## config.mk

```make
export PLATFORM = sky130hd
export DESIGN_NAME = fc_recovery_seq
export DESIGN_NICKNAME = d
export VERILOG_FILES = /design/src/rtl/fc_pkg.sv /design/src/rtl/fc_run_counter.sv /design/src/rtl/fc_seq_counter.sv /design/src/rtl/fc_state_ctrl.sv /design/src/rtl/fc_recovery_seq.sv
export SDC_FILE = /design/constraint.sdc
export NUM_CORES = 1
export LEC_CHECK = 0
export BUFFER_PORTS_ARGS = -buffer_cell sky130_fd_sc_hd__buf_2
export CAP_MARGIN = 20
export CORE_UTILIZATION = 32
export DETAILED_ROUTE_END_ITERATION = 16
export SLEW_MARGIN = 20
export SYNTH_ARGS = -nofsm -noshare
export SYNTH_HDL_FRONTEND = slang
export SYNTH_SLANG_ARGS = --single-unit
```

## constraint.sdc

```tcl
create_clock -name clk -period 1.85 [get_ports clk]
set_input_delay 0.185 -clock clk [delete_from_list [all_inputs] [get_ports clk]]
set_output_delay 0.185 -clock clk [all_outputs]
set_load 0.05 [all_outputs]
```

## src/rtl/fc_pkg.sv

```systemverilog
package fc_pkg;
  typedef enum logic [1:0] {
    FC_NORMAL  = 2'd0,
    FC_HOLD    = 2'd1,
    FC_RECOVER = 2'd2
  } fc_state_t;

  localparam logic [1:0] ACT_SYNC = 2'd0;
  localparam logic [1:0] ACT_IDLE = 2'd1;
  localparam logic [2:0] LEC_BIT0 = 3'd5;
endpackage

```

## src/rtl/fc_run_counter.sv

```systemverilog
module fc_run_counter #(
  parameter int RUN_LEN = 11
) (
  input  logic clk,
  input  logic rst_n,
  input  logic en_i,
  input  logic vld_i,
  input  logic rx_i,
  output logic done_o
);
  localparam int RW = $clog2(RUN_LEN);
  localparam logic [RW-1:0] LAST = RW'(RUN_LEN - 1);

  logic [RW-1:0] run_q;

  assign done_o = en_i && vld_i && rx_i && (run_q == LAST);

  always_ff @(posedge clk or negedge rst_n) begin
    if (!rst_n)               run_q <= '0;
    else if (!en_i)           run_q <= '0;
    else if (vld_i && !rx_i)  run_q <= '0;
    else if (done_o)          run_q <= '0;
    else if (vld_i && rx_i)   run_q <= run_q + 1'b1;
  end

  AST_RUN_BOUND: assert property (@(posedge clk) disable iff (!rst_n)
    run_q <= LAST);
  AST_DOMINANT_CLEARS: assert property (@(posedge clk) disable iff (!rst_n)
    (en_i && vld_i && !rx_i) |=> (run_q == '0));
endmodule

```

## src/rtl/fc_seq_counter.sv

```systemverilog
module fc_seq_counter #(
  parameter int SEQ_TARGET = 129
) (
  input  logic clk,
  input  logic rst_n,
  input  logic en_i,
  input  logic inc_i,
  output logic last_o,
  output logic [$clog2(SEQ_TARGET+1)-1:0] cnt_o
);
  localparam int SW = $clog2(SEQ_TARGET + 1);
  localparam logic [SW-1:0] FINAL = SW'(SEQ_TARGET - 1);

  logic [SW-1:0] cnt_q;

  assign last_o = en_i && inc_i && (cnt_q == FINAL);
  assign cnt_o  = cnt_q;

  always_ff @(posedge clk or negedge rst_n) begin
    if (!rst_n)           cnt_q <= '0;
    else if (!en_i)       cnt_q <= '0;
    else if (last_o)      cnt_q <= '0;
    else if (inc_i)       cnt_q <= cnt_q + 1'b1;
  end

  AST_SEQ_BOUND: assert property (@(posedge clk) disable iff (!rst_n)
    cnt_q <= FINAL);
  AST_SEQ_HOLD: assert property (@(posedge clk) disable iff (!rst_n)
    (en_i && !inc_i) |=> $stable(cnt_q));
endmodule

```

## src/rtl/fc_state_ctrl.sv

```systemverilog
module fc_state_ctrl
  import fc_pkg::*;
(
  input  logic      clk,
  input  logic      rst_n,
  input  logic      over_i,
  input  logic      guard_i,
  input  logic      init_set_i,
  input  logic      init_clr_i,
  input  logic      last_i,
  output fc_state_t state_o,
  output logic      init_o
);
  fc_state_t state_q, state_d;
  logic      init_q, init_d;

  always_comb begin
    state_d = state_q;
    init_d  = init_q;
    unique case (state_q)
      FC_NORMAL: begin
        if (over_i && !guard_i) begin
          state_d = FC_HOLD;
          init_d  = 1'b1;
        end else if (init_set_i) begin
          init_d = 1'b1;
        end else if (init_clr_i) begin
          init_d = 1'b0;
        end
      end
      FC_HOLD: begin
        if (init_clr_i) begin
          state_d = FC_RECOVER;
          init_d  = 1'b0;
        end
      end
      FC_RECOVER: begin
        init_d = 1'b0;
        if (last_i) state_d = FC_NORMAL;
      end
      default: begin
        state_d = FC_NORMAL;
        init_d  = 1'b1;
      end
    endcase
  end

  always_ff @(posedge clk or negedge rst_n) begin
    if (!rst_n) begin
      state_q <= FC_NORMAL;
      init_q  <= 1'b1;
    end else begin
      state_q <= state_d;
      init_q  <= init_d;
    end
  end

  assign state_o = state_q;
  assign init_o  = init_q;

  AST_HOLD_INIT: assert property (@(posedge clk) disable iff (!rst_n)
    (state_q == FC_HOLD) |-> init_q);
  AST_NO_SHORTCUT: assert property (@(posedge clk) disable iff (!rst_n)
    (state_q == FC_RECOVER && !last_i) |=> (state_q == FC_RECOVER));
  AST_RECOVER_RUNS: assert property (@(posedge clk) disable iff (!rst_n)
    (state_q == FC_RECOVER) |=> !init_q);
endmodule

```

## src/rtl/fc_recovery_seq.sv

```systemverilog
module fc_recovery_seq
  import fc_pkg::*;
#(
  parameter int TEC_W      = 9,
  parameter int REC_W      = 8,
  parameter int VIEW_W     = 7,
  parameter int RUN_LEN    = 11,
  parameter int SEQ_TARGET = 129,
  parameter int WARN_LIM   = 96,
  parameter int PASS_LIM   = 128,
  parameter int BOFF_LIM   = 256
) (
  input  logic              clk,
  input  logic              rst_n,
  input  logic [TEC_W-1:0]  tec_i,
  input  logic [REC_W-1:0]  rec_i,
  input  logic              init_set_i,
  input  logic              init_clr_i,
  input  logic              bit_vld_i,
  input  logic              bit_rx_i,
  output logic              init_o,
  output logic              bus_off_o,
  output logic              err_warn_o,
  output logic              err_pass_o,
  output logic [1:0]        act_o,
  output logic              lec_wr_o,
  output logic [2:0]        lec_code_o,
  output logic              cnt_clr_o,
  output logic [VIEW_W-1:0] rec_view_o
);
  localparam int SW = $clog2(SEQ_TARGET + 1);

  fc_state_t      state;
  logic           recovering, run_done, seq_last;
  logic [SW-1:0]  seq_cnt;
  logic           over;

  assign over       = tec_i >= TEC_W'(BOFF_LIM);
  assign recovering = (state == FC_RECOVER);

  fc_state_ctrl u_ctrl (
    .clk        (clk),
    .rst_n      (rst_n),
    .over_i     (over),
    .guard_i    (cnt_clr_o),
    .init_set_i (init_set_i),
    .init_clr_i (init_clr_i),
    .last_i     (seq_last),
    .state_o    (state),
    .init_o     (init_o)
  );

  fc_run_counter #(.RUN_LEN(RUN_LEN)) u_run (
    .clk    (clk),
    .rst_n  (rst_n),
    .en_i   (recovering),
    .vld_i  (bit_vld_i),
    .rx_i   (bit_rx_i),
    .done_o (run_done)
  );

  fc_seq_counter #(.SEQ_TARGET(SEQ_TARGET)) u_seq (
    .clk    (clk),
    .rst_n  (rst_n),
    .en_i   (recovering),
    .inc_i  (run_done),
    .last_o (seq_last),
    .cnt_o  (seq_cnt)
  );

  always_ff @(posedge clk or negedge rst_n) begin
    if (!rst_n) begin
      lec_wr_o   <= 1'b0;
      lec_code_o <= 3'd0;
      cnt_clr_o  <= 1'b0;
    end else begin
      lec_wr_o   <= run_done;
      lec_code_o <= run_done ? LEC_BIT0 : 3'd0;
      cnt_clr_o  <= seq_last;
    end
  end

  assign bus_off_o  = (state != FC_NORMAL);
  assign act_o      = bus_off_o ? ACT_SYNC : ACT_IDLE;
  assign err_warn_o = (tec_i >= TEC_W'(WARN_LIM)) || (rec_i >= REC_W'(WARN_LIM));
  assign err_pass_o = (tec_i >= TEC_W'(PASS_LIM)) || (rec_i >= REC_W'(PASS_LIM));
  assign rec_view_o = bus_off_o ? seq_cnt[VIEW_W-1:0] : rec_i[VIEW_W-1:0];

  AST_ENTRY_SETS_INIT: assert property (@(posedge clk) disable iff (!rst_n)
    $rose(bus_off_o) |-> init_o);
  AST_CLEAR_WITH_CODE: assert property (@(posedge clk) disable iff (!rst_n)
    cnt_clr_o |-> (lec_wr_o && !bus_off_o));
  AST_CODE_IS_BIT0: assert property (@(posedge clk) disable iff (!rst_n)
    lec_wr_o |-> (lec_code_o == LEC_BIT0));
  AST_CODE_ONLY_RECOVERY: assert property (@(posedge clk) disable iff (!rst_n)
    lec_wr_o |-> $past(recovering));
  AST_PASSIVE_IMPLIES_WARN: assert property (@(posedge clk) disable iff (!rst_n)
    err_pass_o |-> err_warn_o);
endmodule

```

==> summary.md, run 1 <==
| Metric | Value |
|---|---|
| Run status | complete, no violations |
| VDD IR max | roughly 0.00026 V |
| Clk buf depth | 2 |
| Worst EP required | around 1700 ps |
| Area of the multi-input gates | between 500 and 600 um2 |
| Post-DP HPWL | 1720 um |
| I/O Pins | a little over 40 |
| Syn Inst Count | 112 |
| Clock sink total | 17 |
| Number of enable flip-flop cells after synthesis | 0 |
| Share of cells above drive strength 1 | between 40% and 50% |
| Clock period minus worst slack | 1760 ps |
| Largest net degree at the start of global routing | 18 |
| Type of origin of the critical path | flip-flop |
| Vias in the first global route | roughly 850 |
| Worst min path class | input pin to flip-flop |
| Pwr dens | 1080 nW/um2 |
| Fmax | between 500 and 600 MHz |
| DRC Markers | 0 |
| Num rows | 20 |
| WHS | about 130 ps |
| Final Power | 0.00143 W |
| Port Buf Inserts | 33 |
| RSZ-0062 raised after global routing | no |
| Largest family of logic cells by synthesized area | simple AND/OR/NAND/NOR gates |
| Gr ovfl total | 0 |
| Post-Synth Adder-Cell Area | about 4.7% |
| Final setup vio count | 0 |
| Die height | about 60 um |
| Synth Cell Area | 1070 um2 |
| Sequential Area | between 400 and 500 um2 |
| Post-DR vias/cell | 4.79 |
| Die W | 59.8 um |
| Synth Area in Compound Gates | 14.2% |
| Starting Density | roughly a third |
| DRT iter0 DRCs | 22 |
| Ant. Diodes | 0 |
| Tot GR Track Use | between 10% and 20% |
| CP endpoint kind | primary output |
| Worst Path Max Fanout | 11 |
| Die area | approximately 3600 um2 |
| CTS buffer count | 3 |
| Synth warn | 0 |
| Leak Pwr | approximately 0.64 nW |
| Clock transition at path regs | 100 ps |
| Post-synth top area cell | dfrtp_1 |
| Share of the synthesized area in the top cell type | 37.5% |
| FF+latch count, synth | 17 |
| First-pass GRT wire length | 3620 um |
| Vias | 935 |
| Syn_area_per_cell | around 9.5 um2 |
| Synth Area in Simple Gates | between 20 and 25% |
| Final net count | roughly 180 |
| Max-cap violations | 0 |
| Yosys cell types | 41 |
| Multiplexer share of the synthesized area | 7.27% |
| Drt first pass iters | 5 |
| Wire per inst | about 11 um |
| Synth-to-layout area growth | 24.9% |
| Final ANT Viol Nets | 0 |
| Fraction of registers with async set/reset | 100% |
| Most common cell after layout, fill and taps aside | buf_2 |
| Final period util | 95.0% |
| Number of fill cells | 321 |
| H-tree Lvls | 1 |
| Core ar. | just over 3000 um2 |
| Routability Congestion | about 0.8 |
| CP Data Arrival Time | 1570 ps |
| Final setup TNS | 0 ps |
| Routed WL | roughly 2200 um |
| Final Max Tran Viols | 0 |
| Final hold vios | 0 |
| Post-synthesis sequential area ratio | 40.0% |
| Worst skew pair latency | about 300 ps |
| Final Non-Filler Cells | approximately 200 |
| Antenna violations before repair | 0 |
| Post-synth top flop | dfrtp_1 |
| TritonCTS clock tree | yes |
| Clock root buffer | clkbuf_4 |
| Area contributors post-synth | dfrtp_1 38%, mux2_2 6.3%, ha_1 4.7% |
| Most frequent cells in the layout | 33 x buf_2, 14 x dfrtp_1, 8 x nor2_1, 8 x a21oi_1 |
| Crit Path Category | flip-flop to primary output |
| Dpl cells | 188 |
| Clk_skew | approximately 1.1 ps |
| XOR/XNOR Fraction of Synth Area | 1.64% |
-- cell type report --
| type | instances | area share, % |
|---|---|---|
| inverters | 7 | 1.97 |
| clock inverters | 1 | 0.376 |
| clock buffers | 3 | 1.69 |
| repair buffers | 41 | 17.1 |
| multi-input cells | 82 | 42.5 |
| well taps | 44 | 4.13 |
| flip-flops and latches | 17 | 32.2 |
-- repair_timing --
action                                  CTS  global route
setup buffers                             0             2
endpoints found under the setup margin    0             6
endpoints found under the hold margin    16             0
resized for setup                         0             3
hold buffers                              1             0
-- per-layer routing --
metal / share of wire (%) / track usage (%) / vias to the layer above
met5: 0 / 0 / -
met4: 2.5 / 7.97 / 0
met1: 44 / 15.5 / 426
met2: 49 / 25.2 / 29
li1: - / - / 475
met3: 4.3 / 1.30 / 5
-- flip-flops by register name (all words and copies together) (netlist names) --
signal and count:
u_seq.cnt_o 8, u_run.run_q 4, u_ctrl.state_o 2, cnt_clr_o 1, lec_code_o 1, u_ctrl.init_o 1
-- kinds of logic (layout without fill, tap and decap cells) --
family          Yosys count  after routing
compound gates           22             22
buf+inv                  14             52
flops                    17             17
xor+xnor                  2              2
fa+ha+maj                 4              4
other cells               1              2
mux                       7              7
simple gates             45             45
-- power breakdown --
group	total, W	leakage [nW]	internal, W	switching, W
Sequential	0.000440	0.229	0.000416	0.0000240
Clock	0.000206	0.0177	0.0000808	0.000125
Combinational	0.000789	0.394	0.000241	0.000548
-- worst max-delay path, stage by stage, from the launching register on --
cell	delay, ps
dfrtp_2	440
nor2_1	90
buf_4	170
mux2_2	350
buf_2	210
-- synth_stat cells, drive strengths merged (2+ instances only) --
| master | n |
|---|---|
| dfrtp | 16 |
| a21oi | 9 |
| nor2 | 8 |
| buf | 7 |
| inv | 7 |
| nand2 | 7 |
| nand3 | 7 |
| o21ai | 7 |
| mux2 | 6 |
| ha | 4 |
| and2 | 3 |
| nor3 | 3 |
| or3 | 3 |
| nand3b | 2 |
| nand4 | 2 |
| xor2 | 2 |
-- path summary, 6_finish.rpt --
check,from,endpoint,slack [ps],cells after the start
max,u_ctrl.state_o[0],rec_view_o[2],90,4
min,init_clr_i,u_ctrl.state_o[1],130,3
max reg2reg,u_run.run_q[0],u_seq.cnt_o[5],160,6
min reg2reg,u_run.run_q[3],u_run.run_q[3],530,1
max in group asynchronous,rst_n,u_ctrl.init_o,1230,2
min in group asynchronous,rst_n,u_run.run_q[2],320,2
-- through the flow --
stage | instance area, um2 | setup slack (ps) | utilization (%)
after floorplan | 1070 | -129 | -
after global placement | 1280 | 183 | 41.1
after detailed placement | 1280 | 174 | 41.1
after CTS | 1310 | 12.1 | 42.3
after global routing | 1330 | 9.22 | 42.9
final | 1330 | 92.0 | 42.9
(Power assumes the default switching activity.)
==> run 2, diff against run 1 <==
--- a/config.mk
+++ b/config.mk
@@ -5,6 +5,7 @@
 export SDC_FILE = /design/constraint.sdc
 export NUM_CORES = 1
 export LEC_CHECK = 0
+export ABC_AREA = 1
 export BUFFER_PORTS_ARGS = -buffer_cell sky130_fd_sc_hd__buf_2
 export CAP_MARGIN = 20
 export CORE_UTILIZATION = 32
==> run 2 against run 1 <==
  * First-iteration DRC count up 41%
  * Hold slack worse by 56 ps
  * Design area up 4.5%
  * Cell count up 25%
  * Die area up 8.8%
  * Count of clock-buffer cells in the layout unchanged
  * Non-clock buffer count down 6
  * Critical endpoint is now rec_view_o[5]
==> summary.md, run 2 <==
| Metric | Value |
|---|---|
| Final hold vios | 0 (unchanged) |
| Sw power | 0.000781 W (+12%) |
| Gr ovfl total | 0 (unchanged) |
| First-pass GRT wire length | 4510 um (+25%) |
| Share of cells above drive strength 1 | 24.9% (-17 points) |
| Fraction of registers with async set/reset | 100% (unchanged) |
| Worst min path class | input pin to flip-flop |
| CTS buffer count | 3 (unchanged) |
| Fmax | 601 MHz (+5.7%) |
| RSZ-0062 raised after global routing | no |
| WHS Endpoint | u_ctrl.state_o[0] |
| R2r startpoint | u_run.run_q[0] |
| Ant. Diodes | 0 (unchanged) |
| Routability Congestion | 0.749 (-6.2%) |
| Antenna violations before repair | 0 (unchanged) |
| Clock root buffer | clkbuf_4 |
| Post-DR vias/cell | 4.40 (-8.3%) |
| Final Max Tran Viols | 0 (unchanged) |
| Drt first pass iters | 4 (-1) |
| Final net count | 225 (+26%) |
| Largest net degree at the start of global routing | 18 (unchanged) |
| Most numerous cell in the Yosys netlist | nand2_1 |
| DRT iter0 DRCs | 31 (+41%) |
| Post-synthesis sequential area ratio | 36.6% (-3.3 points) |
| Wire per inst | 9.85 um (-12%) |
| Clock period minus worst slack | 1660 ps (-94.7 ps) |
| Post-DP HPWL | 1820 um (+5.8%) |
| Number of enable flip-flop cells after synthesis | 0 (unchanged) |
| Worst Path Max Fanout | 14 (+3) |
| Port Buf Inserts | 33 (unchanged) |
| DRC Markers | 0 (unchanged) |
| CP endpoint kind | primary output |
| Clock power share | 14.5% (about the same) |
| Most common cell after layout, fill and taps aside | nand2_1 |
| VDD IR max | 0.000280 V (+6.1%) |
| Crit Path Category | flip-flop to primary output |
| Syn_area_per_cell | 7.10 um2 (-25%) |
| Max-cap violations | 0 (unchanged) |
| I/O Pins | 41 (unchanged) |
| FF+latch count, synth | 17 (unchanged) |
| Max reg flops | 8 (unchanged) |
| Yosys cell types | 24 (-41%) |
| Top cells by count, synth | 56 x nand2_1, 22 x inv_1, 16 x dfrtp_1, 16 x nor2_1, 10 x nand3_1 |
| Die area | 3890 um2 (+8.8%) |
| Final Power | 0.00146 W (+2.0%) |
| Tot GR Track Use | 14.3% (+0.50 points) |
| Synth Cell Area | 1160 um2 (+9.1%) |
| Worst skew pair latency | 300 ps (about the same) |
| Final setup TNS | 0 ps (unchanged) |
| Vias in the first global route | 1041 (+22%) |
| Sequential Area | 428 um2 (-0.29%) |
| Clock transition at path regs | 120 ps (+20 ps) |
| Post-synth top flop | dfrtp_1 |
| Pwr dens | 1050 nW/um2 (-2.4%) |
| Clock sink total | 17 (unchanged) |
| Synth warn | 0 (unchanged) |
| Vias | 1068 (+14%) |
| Reg2reg path depth | 8 (+2) |
| Core ar. | 3420 um2 (+10%) |
| Area of the multi-input gates | 602 um2 (+6.2%) |
| Run status | complete, no violations |
| FF-to-FF End | u_seq.cnt_o[1] |
| Synth-to-layout area growth | 19.5% |
| Leak Pwr | 0.807 nW (+26%) |
| Switching Fraction | 53.4% (+4.8 points) |
| Share of the synthesized area in the top cell type | 34.4% (-3.1 points) |
| Num rows | 21 (+5.0%) |
| Int Pwr | 0.000682 W (-7.5%) |
| Die W | 62.3 um (+4.3%) |
| Syn Inst Count | 164 (+46%) |
| Routed WL | 2390 um (+9.2%) |
| Clk buf depth | 2 (unchanged) |
| Type of origin of the critical path | flip-flop |
| Final period util | 89.9% (-5.1 points) |
| Number of fill cells | 362 (+13%) |
| Area contributors post-synth | dfrtp_1 34%, nand2_1 18%, inv_1 7.1% |
| Worst slack, placed | 457 ps (+283 ps) |
| Die height | 62.3 um (+4.3%) |
| Worst EP required | 1660 ps (about the same) |
| Final ANT Viol Nets | 0 (unchanged) |
| H-tree Lvls | 1 (unchanged) |
| Register share of total power | 31.5% (+0.8 points) |
| Starting Density | 34.1% (-0.29 points) |
| Hold_sp | init_clr_i |
| Most frequent cells in the layout | 56 x nand2_1, 33 x buf_2, 22 x inv_1, 16 x nor2_1, 15 x dfrtp_1 |
| TritonCTS clock tree | yes |
| Clk_skew | 10.8 ps (+9.68 ps) |
| Combinational share of power | 54.0% (-1.0 points) |
| Final setup vio count | 0 (unchanged) |
| Post-route worst setup slack | 187 ps (+94.7 ps) |
| WHS Path Cells | 2 (-1) |
| Post-synth top area cell | dfrtp_1 |
| CP Data Arrival Time | 1480 ps (-90 ps) |
| Reg-to-reg slack, setup | 480 ps (+320 ps) |
==> run 2: area by class of cell <==
class                   count  share of cell area (%)
repair buffers             35                    13.1
clock inverters             1                   0.539
multi-input cells         117                    43.2
inverters                  24                    6.65
flip-flops and latches     17                    30.7
well taps                  46                    4.13
clock buffers               3                    1.62
==> run 2: critical path: stages, from the launching register on <==
cell	delay, ps
dfrtp_2	480
nor2_1	100
buf_4	180
nand2_1	60
o21ai_0	70
buf_2	280
==> run 2: per-layer routing <==
metal  wire [um]  part of all wire, %  global-route usage [%]
met2        1020                   43                    23.4
met4          15                 0.63                    5.23
met3         140                  5.8                    2.39
met1        1220                   51                    19.1
met5           0                    0                       0
==> run 2: stage by stage <==
| step | instance area (um2) | cells | utilization (%) | hold slack [ps] |
|---|---|---|---|---|
| 6_report | 1390 | 243 | 40.8 | 69.3 |
| 5_1_grt | 1390 | 243 | 40.8 | 67.3 |
| 4_1_cts | 1390 | 243 | 40.7 | 58.7 |
| 3_5_place_dp | 1350 | 238 | 39.6 | 141 |
| 3_3_place_gp | 1350 | 238 | 39.6 | 142 |
| 2_1_floorplan | 1170 | 165 | - | -111 |
==> run 2: power by group through the flow <==
stage                     clock network (W)  logic [W]  registers [W]
after global placement                    0   0.000795       0.000466
after floorplan                           0   0.000599       0.000499
final                              0.000212   0.000791       0.000461
after detailed placement                  0   0.000796       0.000467
after global routing               0.000242   0.000863       0.000466
after CTS                          0.000226   0.000799       0.000459
==> run 2: cell families after synthesis <==
logic type      Yosys count  synth area share, %
simple gates             94                 37.9
buf+inv                  31                 12.0
flops                    17                 36.6
compound gates           13                 5.80
xor+xnor                  4                 3.01
fa+ha+maj                 4                 4.30
other cells               1                0.322
==> run 2: worst max path at each step <==
stage | from | to | slack (ps)
after floorplan | u_ctrl.state_o[0] | rec_view_o[0] | -170
after global placement | u_seq.cnt_o[0] | u_ctrl.state_o[1] | 460
after detailed placement | u_ctrl.state_o[0] | rec_view_o[2] | 460
after CTS | u_ctrl.state_o[0] | rec_view_o[2] | 100
after global routing | u_ctrl.state_o[0] | rec_view_o[0] | 40
final | u_ctrl.state_o[0] | rec_view_o[5] | 190
==> run 2: repair_timing <==
| item | in CTS | in global routing |
|---|---|---|
| resized for setup | 0 | 1 |
| hold endpoints to repair | 16 | 0 |
| hold buffers | 1 | 0 |
| setup buffers | 0 | 0 |
| endpoints found under the setup margin | 0 | 1 |
